[src/rtl/life_pkg.sv]
package life_pkg;

  typedef enum logic [1:0] {
    MODE_RUN  = 2'd0,
    MODE_SNAP = 2'd1,
    MODE_LOAD = 2'd2
  } mode_e;

  // population count of the eight surrounding cells
  function automatic logic [3:0] pop8(input logic [7:0] v);
    logic [3:0] s;
    s = '0;
    for (int i = 0; i < 8; i++) s = s + {3'b000, v[i]};
    return s;
  endfunction

endpackage

[src/rtl/life_cell.sv]
module life_cell
  import life_pkg::*;
(
  input  logic       alive_i,
  input  logic [7:0] nbr_i,
  output logic       next_o
);

  logic [3:0] n_live;

  always_comb begin
    n_live = pop8(nbr_i);
    next_o = (n_live == 4'd3) | (alive_i & (n_live == 4'd2));
  end

endmodule

[src/rtl/shift_seq.sv]
module shift_seq #(
  parameter int COLS = 8
) (
  input  logic clk,
  input  logic rst_n,
  input  logic shift_en_i,
  output logic done_o
);

  localparam int CW = (COLS > 1) ? $clog2(COLS) : 1;
  localparam logic [CW-1:0] LAST = CW'(COLS - 1);

  logic [CW-1:0] cnt_q, cnt_d;
  logic          done_q, done_d;

  always_comb begin
    cnt_d  = cnt_q;
    done_d = 1'b0;
    if (!shift_en_i) begin
      cnt_d = '0;
    end else if (cnt_q == LAST) begin
      cnt_d  = '0;
      done_d = 1'b1;
    end else begin
      cnt_d = cnt_q + 1'b1;
    end
  end

  always_ff @(posedge clk or negedge rst_n) begin
    if (!rst_n) begin
      cnt_q  <= '0;
      done_q <= 1'b0;
    end else begin
      cnt_q  <= cnt_d;
      done_q <= done_d;
    end
  end

  assign done_o = done_q;

  // counter never passes the last column index
  p_cnt_bound_r9: assert property (@(posedge clk) disable iff (!rst_n)
    cnt_q <= LAST);

  // a done pulse only follows a shift clock
  p_done_cause_r9: assert property (@(posedge clk) disable iff (!rst_n)
    done_q |-> $past(shift_en_i));

  // leaving shift mode restarts the count
  p_rearm_r9: assert property (@(posedge clk) disable iff (!rst_n)
    !shift_en_i |=> (cnt_q == '0 && !done_q));

endmodule

[src/rtl/life_grid.sv]
module life_grid
  import life_pkg::*;
#(
  parameter int ROWS = 8,
  parameter int COLS = 8
) (
  input  logic            clk,
  input  logic            rst_n,
  input  logic            step_i,
  input  logic [1:0]      mode_i,
  input  logic [ROWS-1:0] ser_in_i,
  output logic [ROWS-1:0] ser_out_o,
  output logic            done_o
);

  // reset: asserted asynchronously, released on the clock
  logic [1:0] rst_sync_q;
  logic       rst_core_n;

  always_ff @(posedge clk or negedge rst_n) begin
    if (!rst_n) rst_sync_q <= 2'b00;
    else        rst_sync_q <= {rst_sync_q[0], 1'b1};
  end
  assign rst_core_n = rst_sync_q[1];

  // mode decode
  logic shift_en, load_sel, step_en, cell_en;

  always_comb begin
    shift_en = (mode_i == MODE_SNAP) || (mode_i == MODE_LOAD);
    load_sel = (mode_i == MODE_LOAD);
    step_en  = step_i && !shift_en;
    cell_en  = shift_en || step_en;
  end

  // cell storage
  logic [ROWS-1:0][COLS-1:0] cell_q, cell_d, life_nxt, shift_nxt;

  for (genvar r = 0; r < ROWS; r++) begin : g_row
    localparam int RU = (r + ROWS - 1) % ROWS;
    localparam int RD = (r + 1) % ROWS;

    for (genvar c = 0; c < COLS; c++) begin : g_col
      localparam int CL = (c + COLS - 1) % COLS;
      localparam int CR = (c + 1) % COLS;

      life_cell u_cell (
        .alive_i (cell_q[r][c]),
        .nbr_i   ({cell_q[RU][CL], cell_q[RU][c], cell_q[RU][CR],
                   cell_q[r][CL],                 cell_q[r][CR],
                   cell_q[RD][CL], cell_q[RD][c], cell_q[RD][CR]}),
        .next_o  (life_nxt[r][c])
      );

      if (c == 0) begin : g_head
        assign shift_nxt[r][c] = load_sel ? ser_in_i[r] : cell_q[r][COLS-1];
      end else begin : g_body
        assign shift_nxt[r][c] = cell_q[r][c-1];
      end
    end

    assign ser_out_o[r] = cell_q[r][COLS-1];

    // rotation feeds column 0 from the last column
    p_rotate_r5: assert property (@(posedge clk) disable iff (!rst_core_n)
      (shift_en && !load_sel) |=> cell_q[r][0] == $past(cell_q[r][COLS-1]));

    // load feeds column 0 from the serial input
    p_load_r7: assert property (@(posedge clk) disable iff (!rst_core_n)
      load_sel |=> cell_q[r][0] == $past(ser_in_i[r]));
  end

  always_comb begin
    if (shift_en)     cell_d = shift_nxt;
    else if (step_en) cell_d = life_nxt;
    else              cell_d = cell_q;
  end

  always_ff @(posedge clk or negedge rst_core_n) begin
    if (!rst_core_n)  cell_q <= '0;
    else if (cell_en) cell_q <= cell_d;
  end

  shift_seq #(.COLS(COLS)) u_seq (
    .clk        (clk),
    .rst_n      (rst_core_n),
    .shift_en_i (shift_en),
    .done_o     (done_o)
  );

  // an idle run cycle holds the grid
  p_hold_r4: assert property (@(posedge clk) disable iff (!rst_core_n)
    (!shift_en && !step_i) |=> $stable(cell_q));

  // a step during rotation cannot alter the population
  p_no_step_r10: assert property (@(posedge clk) disable iff (!rst_core_n)
    (shift_en && !load_sel && step_i) |=> $countones(cell_q) == $past($countones(cell_q)));

endmodule

[config.mk]
export PLATFORM = sky130hd
export DESIGN_NAME = life_grid
export DESIGN_NICKNAME = d
export VERILOG_FILES = /design/src/rtl/life_pkg.sv /design/src/rtl/life_cell.sv /design/src/rtl/shift_seq.sv /design/src/rtl/life_grid.sv
export SDC_FILE = /design/constraint.sdc
export NUM_CORES = 1
export LEC_CHECK = 0
export CAP_MARGIN = 10
export CELL_PAD_IN_SITES_DETAIL_PLACEMENT = 0
export CELL_PAD_IN_SITES_GLOBAL_PLACEMENT = 1
export CORE_MARGIN = 4
export CORE_UTILIZATION = 54
export DETAILED_ROUTE_END_ITERATION = 10
export DONT_BUFFER_PORTS = 1
export GPL_ROUTABILITY_DRIVEN = 0
export HOLD_SLACK_MARGIN = 0.12
export PLACE_DENSITY = 0.87
export SLEW_MARGIN = 0
export SYNTH_ARGS = -nofsm -noshare
export SYNTH_HDL_FRONTEND = slang
export SYNTH_SLANG_ARGS = --single-unit
export TNS_END_PERCENT = 1
[constraint.sdc]
create_clock -name clk -period 3.1 [get_ports clk]
set_clock_uncertainty 0.1 [all_clocks]
set_input_delay 0.775 -clock clk [delete_from_list [all_inputs] [get_ports clk]]
set_output_delay 0.775 -clock clk [all_outputs]
set_load 0.05 [all_outputs]
==> flow_summary.toml, run 1 <==
[status]
outcome = "finished with violations"
violations = "negative setup slack"

[global_route]
grt_max_degree = 172
gr-total-overflow = 0
antenna_found_initial = 0
met1_usage_pct = 35.9
grt_busiest_layer = "met2"
grtUsageTotal_pct = 26.1
met3_usage_pct = 2.19
grt_pass1_vias = 12062
grt_pass1_wl_um = 63500
grt_use_met2_pct = 45.0

[worst_setup_path]
crit_path_start_kind = "register"
cp_common_cell = "fa_1"
crit_family = "adder cells"
path_max_fanout = 3
rrSetupSlack_ns = -0.34
crit_chain = "ha_4 -> inv_2 -> fa_1 -> fa_1 -> inv_1 -> fa_2 -> inv_2 -> fa_1 -> nor4b_2 -> a211oi_1 -> a211oi_1"
path_class = "reg2reg"
crit_buf_inv = 3
cp_slowest_stage_delay_ns = 0.50
arrival_ns = 3.59
critical_path_required_ns = 3.25
cp_slowest_cell = "fa_1"
critPathCaptureType = "register"

[clock_network]
cts_root_buf = "clkbuf_16"
h-tree-depth = 3
path_clk_slew_ns = 0.07
clk_path_buf_depth = 2
cts_tree = "done"
worstSkewPairLatency_ns = 0.36
cts_buffers = 9
clock_sinks = 70

[synthesis]
syn_nets = 1969
yosys.area.top_type_share_pct = 34.2
synth_area_leader_cell = "fa_1"
synth_flop_cell = "dfrtp_1"
ys_warn_count = 0
postSynth.asyncResetShare_pct = 100
avgSynthCellArea_um2 = 9.97
seq_area_frac_synth_pct = 11.7
synth_edf_count = 0
synth_seq_cells = 70
synth.distinct_cells = 33
synthCells = 1505
synth_area_mm2 = 0.0150
netlist_top_cells_area = "fa_1 34%, ha_1 16%, inv_1 12%, dfrtp_1 12%, a21bo_2 2.9%"

[sta]
final.min_clock_period_ns = 3.44
slew_viol_final = 0
setup_ws_ns = -0.337
rsz0062_at_grt = "yes"
fmax_mhz = 291
slew_headroom_pct = 38.0
setup_viol = 64
hold_violations = 0
period_share_pct = 111
worst_hold_slack_ns = 0.262
tightest_slew_ns = 0.930

[detailed_routing]
drt_iter0_markers = 688
ant_nets = 0
drt_first_pass_iters = 5
dr_total_vias = 11221
wl_per_cell_um = 18.9
viasPerCell = 5.48
routed_wl_um = 38800
drc = 0

[placement]
portBuffers = 0
hpwl_um = 31000
dpl_cell_area_mm2 = 0.0168

[cells_and_area]
antennaDiodeCount = 0
area_growth_pct = 16.8
nets = 2134
final_area_mm2 = 0.0175
multi_input_comb_area_mm2 = 0.0116
layout-drive-gt1-share_pct = 28.9
regArea_mm2 = 0.00181
num-fill-cells = 2243

[floorplanning]
row_count = 60
die_y_um = 175
start_util_pct = 55.2
dieArea_mm2 = 0.0305
core_mm2 = 0.0272
boundaryPins = 22
die_w_um = 175

[hold_path]
hold_class = "reg2reg"

[run]
maxCapViolCount = 0
-- worst register-to-register path, cell delays in order, from the launching register on --
cell      delay, ns
dfrtp_2        0.45
ha_4           0.28
inv_2          0.03
fa_1           0.45
fa_1           0.50
inv_1          0.05
fa_2           0.34
inv_2          0.06
fa_1           0.44
nor4b_2        0.29
a211oi_1       0.11
a211oi_1       0.25
-- worst paths after layout --
kind / start / endpoint / cells after the start
worst max register to register: cell_q[32]$_DFFE_PN0P_ / cell_q[24]$_DFFE_PN0P_ / 11
worst min register to register: rst_sync_q[0]$_DFF_PN0_ / rst_sync_q[1]$_DFF_PN0_ / 0
worst min-delay path: rst_sync_q[0]$_DFF_PN0_ / rst_sync_q[1]$_DFF_PN0_ / 0
worst max-delay path: cell_q[32]$_DFFE_PN0P_ / cell_q[24]$_DFFE_PN0P_ / 11
max in group asynchronous: rst_sync_q[1]$_DFF_PN0_ / cell_q[3]$_DFFE_PN0P_ / 1
min in group asynchronous: rst_sync_q[1]$_DFF_PN0_ / u_seq.done_o$_DFF_PN0_ / 0
-- layout by cell type, fill, tap and decap left out, types with 15 or more instances in the layout --
| cell | synthesis | final |
|---|---|---|
| inv_1 | 471 | 455 |
| fa_1 | 256 | 216 |
| buf_4 | 11 | 191 |
| ha_1 | 195 | 182 |
| a21oi_1 | 73 | 73 |
| o21a_1 | 53 | 53 |
| a211oi_1 | 51 | 50 |
| dfrtp_2 | 0 | 47 |
| a21bo_2 | 43 | 43 |
| fa_2 | 0 | 40 |
| o21ai_0 | 33 | 33 |
| mux2_2 | 32 | 32 |
| o22ai_1 | 53 | 27 |
| o22ai_2 | 0 | 26 |
| dfrtp_1 | 70 | 22 |
| and3_1 | 21 | 21 |
| o221ai_2 | 20 | 20 |
| inv_2 | 0 | 15 |
| nand2_1 | 15 | 15 |
-- per-stage QoR --
stage | util (%) | TNS [ns] | setup WS (ns) | instances
after CTS | 63.7 | -12.38 | -0.345 | 2046
after floorplan | - | -4.36 | -0.202 | 1505
after global placement | 61.9 | -10.95 | -0.311 | 2029
after detailed placement | 61.9 | -14.04 | -0.362 | 2029
final | 64.5 | -11.16 | -0.337 | 2047
after global routing | 64.5 | -18.72 | -0.477 | 2047
-- per-layer routing --
metal / wire length [um] / up-vias
met5: 0 / -
met4: 901 / 0
met3: 1570 / 59
met2: 19200 / 275
met1: 17100 / 5729
li1: - / 5158
-- cell type report --
type	instances	area share, %
Timing Repair Buffer	203	9.37
Multi-Input combinational cell	915	65.9
Tap cell	372	2.66
Inverter	471	10.1
Clock buffer	9	1.28
Clock inverter	7	0.286
Sequential cell	70	10.4
-- cell usage after synthesis, types with 8 or more instances --
cell,number
nor4b_1,8
fa_1,256
nor2b_1,13
o22ai_1,53
o21ai_0,33
mux2_2,32
buf_2,20
nor3b_1,9
a211oi_1,51
buf_4,11
ha_1,195
a21oi_2,10
o221ai_2,20
nand2_1,15
a21bo_1,10
inv_1,471
dfrtp_1,70
buf_6,14
o21a_1,53
a21bo_2,43
a21oi_1,73
and3_1,21
-- logic make-up (layout without fill, tap and decap cells) --
family / Yosys count / in the layout / synth area share [%]
adders and majority gates: 451 / 451 / 50.4
DFF: 70 / 70 / 11.7
muxes: 32 / 32 / 2.40
buffers and inverters: 520 / 690 / 14.5
other: 1 / 1 / 0.0250
AOI/OAI and AO/OA: 360 / 360 / 18.1
and+or+nand+nor: 71 / 71 / 2.86
-- flip-flops by register name (all words and copies together), names as in the netlist --
name,count
cell_q,56
rst_sync_q,2
ser_out_o,8
u_seq.cnt_q,3
u_seq.done_o,1
-- what timing repair did --
item | in CTS | in global routing
setup endpoints to repair | 64 | 64
endpoints found under the hold margin | 2 | 0
hold buffers | 1 | 0
resized for setup | 72 | 55
pin swaps | 9 | 5
setup buffers | 0 | 1
Power of run 1 is not shown: default switching activity piles up to over one toggle a cycle in this logic, so the estimate is an artifact.
==> inputs of run 2 (changes only) <==
- clock period: 3.1 -> 3.72 ns (I/O delays scaled with it)
==> flow_summary.toml, run 2 (same netlist as run 1, synthesis figures left out) <==
[worst_setup_path]
crit_family = "adder cells"
path_class = "reg2reg"
cp_slowest_stage_delay_ns = 0.50
endpoint = "cell_q[24]$_DFFE_PN0P_"
rr_worst_depth = 10
crit_buf_inv = 3
cp_slowest_cell = "fa_1"
r2r-end = "cell_q[24]$_DFFE_PN0P_"
path_max_fanout = 5
critical_path_required_ns = 3.88
arrival_ns = 3.70
rrSetupSlack_ns = 0.18
critPathCaptureType = "register"
crit_chain = "inv_1 -> fa_1 -> fa_1 -> inv_1 -> fa_1 -> inv_1 -> fa_1 -> nor4b_1 -> a211oi_1 -> a211oi_1"
critPathLaunch = "ser_out_o[4]$_DFFE_PN0P_"
crit_path_start_kind = "register"
crit_cells = 10
cp_common_cell = "fa_1"
r2r_start = "ser_out_o[4]$_DFFE_PN0P_"

[floorplanning]
boundaryPins = 22
die_y_um = 175
row_count = 60
die_w_um = 175
dieArea_mm2 = 0.0305
core_mm2 = 0.0272
start_util_pct = 55.2

[cells_and_area]
largest_register_ffs = 56
layout-drive-gt1-share_pct = 13.6
area_growth_pct = 6.87
nets = 2009
mostFrequentLayoutCells = "471 x inv_1, 256 x fa_1, 194 x ha_1"
max_flop_register = "cell_q"
mostFrequentLayoutCell = "inv_1"
final_area_mm2 = 0.0160

[status]
outcome = "complete, no violations"

[global_route]
grtUsageTotal_pct = 25.3
grt_pass1_wl_um = 61000
antenna_found_initial = 1
grt_max_degree = 172
grt_pass1_vias = 11417
gr-total-overflow = 0

[sta]
slew_headroom_pct = 38.3
worst_hold_slack_ns = 0.159
final.min_clock_period_ns = 3.54
slew_viol_final = 0
period_share_pct = 95.2
hold_violations = 0
fmax_mhz = 282
tightest_slew_ns = 0.926
rsz0062_at_grt = "yes"
setup_ws_ns = 0.180
setup_viol = 0

[run]
maxCapViolCount = 0

[detailed_routing]
viasPerCell = 5.51
drc = 0
dr_total_vias = 10590
drt_iter0_markers = 628
drt_first_pass_iters = 5
routed_wl_um = 36900
wl_per_cell_um = 19.2
ant_nets = 0

[clock_network]
cts_setup_buffers = 0
cts_tree = "done"
worstSkewPairLatency_ns = 0.36
ctsHoldBuffers = 0
post_cts_resized = 0
clock_sinks = 70
path_clk_slew_ns = 0.07
clk_path_buf_depth = 2
cts_buffers = 9
h-tree-depth = 3
cts_root_buf = "clkbuf_16"

[placement]
dp_slack_ns = 0.170
hpwl_um = 28600
dpl_cell_area_mm2 = 0.0157
portBuffers = 0

[hold_path]
hold_class = "in2async"
==> run 2: cell type report <==
type | count | area [um^2]
Antenna cell | 1 | 2.50
Clock buffer | 9 | 225
Clock inverter | 7 | 121
Fill cell | 2361 | 11100
Inverter | 471 | 1770
Multi-Input combinational cell | 915 | 11100
Sequential cell | 70 | 1760
Tap cell | 372 | 465
Timing Repair Buffer | 78 | 598
==> run 2: worst min path at each step <==
stage	cells past startpoint	endpoint	slack (ns)	startpoint
final	0	rst_sync_q[1]$_DFF_PN0_	0.16	rst_n
after floorplan	0	rst_sync_q[1]$_DFF_PN0_	0.23	rst_sync_q[0]$_DFF_PN0_
after detailed placement	0	rst_sync_q[1]$_DFF_PN0_	0.24	rst_sync_q[0]$_DFF_PN0_
after global placement	0	rst_sync_q[1]$_DFF_PN0_	0.24	rst_sync_q[0]$_DFF_PN0_
after global routing	0	rst_sync_q[1]$_DFF_PN0_	0.14	rst_n
after CTS	0	rst_sync_q[1]$_DFF_PN0_	0.14	rst_n
==> run 2: metal layers <==
metal | wire length [um] | track usage [%] | vias to the layer above
li1 | - | - | 4906
met1 | 15900 | 34.0 | 5354
met2 | 17700 | 41.3 | 246
met3 | 1830 | 4.59 | 84
met4 | 1420 | 9.56 | 0
met5 | 0 | 0 | -
==> run 2: metrics by stage <==
| stage | TNS (ns) | utilization [%] | cells |
|---|---|---|---|
| finish | 0 | 59.0 | 1923 |
| CTS | 0 | 59.0 | 1922 |
| global placement | 0 | 57.7 | 1906 |
| detailed placement | 0 | 57.7 | 1906 |
| global route | -0.0275 | 59.0 | 1923 |
| floorplan | 0 | - | 1505 |
Power of run 2 is left out for the same reason.
==> inputs of run 3 (changes only) <==
- CORE_ASPECT_RATIO: not set -> 1.5
==> flow_summary.toml, run 3 (same netlist as run 1, synthesis figures left out) <==
[clock_network]
cts_buffers = 9
clk_path_buf_depth = 2
clock_sinks = 70
cts_root_buf = "clkbuf_16"
h-tree-depth = 3
worstSkewPairLatency_ns = 0.38
cts_setup_buffers = 0
path_clk_slew_ns = 0.07
cts_tree = "done"

[worst_setup_path]
path_max_fanout = 6
r2r_start = "cell_q[9]$_DFFE_PN0P_"
critPathLaunch = "cell_q[9]$_DFFE_PN0P_"
critPathCaptureType = "register"
crit_path_start_kind = "register"
critical_path_required_ns = 3.91
path_class = "reg2reg"
arrival_ns = 3.76

[global_route]
antenna_found_initial = 0
grt_max_degree = 172
grt_pass1_wl_um = 62600
grt_pass1_vias = 12032
gr-total-overflow = 0
grtUsageTotal_pct = 26.8

[cells_and_area]
antennaDiodeCount = 0
nets = 2007
final_area_mm2 = 0.0160
layout-drive-gt1-share_pct = 13.7
mostFrequentLayoutCells = "471 x inv_1, 256 x fa_1, 194 x ha_1"
largest_register_ffs = 56
max_flop_register = "cell_q"
area_growth_pct = 6.65
mostFrequentLayoutCell = "inv_1"

[detailed_routing]
drc = 0
drt_first_pass_iters = 6
drt_iter0_markers = 576
wl_per_cell_um = 19.9
dr_total_vias = 10872
routed_wl_um = 37600
ant_nets = 0
viasPerCell = 5.75

[floorplanning]
row_count = 74
die_y_um = 212
core_mm2 = 0.0273
dieArea_mm2 = 0.0306
die_w_um = 144
boundaryPins = 22
start_util_pct = 54.9

[run]
maxCapViolCount = 0

[sta]
period_share_pct = 96.1
fmax_mhz = 280
slew_headroom_pct = 27.7
setup_viol = 0
final.min_clock_period_ns = 3.57
tightest_slew_ns = 1.08
hold_violations = 0
slew_viol_final = 0
worst_hold_slack_ns = 0.140

[placement]
portBuffers = 0
hpwl_um = 30100
dpl_cell_area_mm2 = 0.0156

[hold_path]
hold_class = "in2async"

[status]
outcome = "complete, no violations"
[run 3: changes by cell type in the layout (fill, tap and decap cells not counted), sizes merged]
| cell | delta |
|---|---|
| buf | -2 |
| diode | -1 |
[run 3: area by class of cell]
class / instances / area (um^2)
fill: 2281 / 11300
clock buffer: 9 / 225
tap: 342 / 428
multi-input combinational: 915 / 11100
sequential: 70 / 1760
timing repair buffer: 76 / 596
clock inverter: 7 / 121
inverter: 471 / 1770
[run 3: path summary, 6_finish.rpt]
check,depth (start not counted),slack [ns],to
worst max-delay path,11,0.15,cell_q[0]$_DFFE_PN0P_
worst min-delay path,0,0.14,rst_sync_q[1]$_DFF_PN0_
worst max register to register,11,0.15,cell_q[0]$_DFFE_PN0P_
worst min register to register,0,0.27,rst_sync_q[1]$_DFF_PN0_
max in group asynchronous,1,2.30,cell_q[24]$_DFFE_PN0P_
min in group clk,0,0.27,rst_sync_q[1]$_DFF_PN0_
[run 3: critical path: stages (launching register included)]
cell and delay [ns]:
dfrtp_2 0.48, ha_1 0.30, inv_1 0.04, fa_1 0.46, fa_1 0.49, inv_1 0.05
fa_1 0.38, inv_1 0.08, fa_1 0.45, nor4b_2 0.31, a211oi_1 0.13, a211oi_2 0.22
[run 3: timing repair]
item | 4_1_cts | 5_1_grt
hold buffers | 0 | 0
gates resized for setup | 0 | 4
setup endpoints to repair | 0 | 2
[run 3: layer usage]
| metal | up-vias | track usage, % | wire length [um] |
|---|---|---|---|
| met1 | 5595 | 31.8 | 14000 |
| met2 | 273 | 47.9 | 20300 |
| met5 | - | 0 | 0 |
| met3 | 99 | 3.04 | 1360 |
| li1 | 4905 | - | - |
| met4 | 0 | 12.9 | 2000 |
[run 3: through the flow]
step | cells | worst slack [ns] | setup TNS [ns] | util [%]
after floorplan | 1505 | 0.278 | 0 | -
after global placement | 1874 | 0.201 | 0 | 57.3
after detailed placement | 1874 | 0.116 | 0 | 57.3
after CTS | 1890 | 0.0827 | 0 | 58.5
after global routing | 1890 | -0.0130 | -0.0130 | 58.6
final | 1890 | 0.146 | 0 | 58.6
Power of run 3 is left out for the same reason.
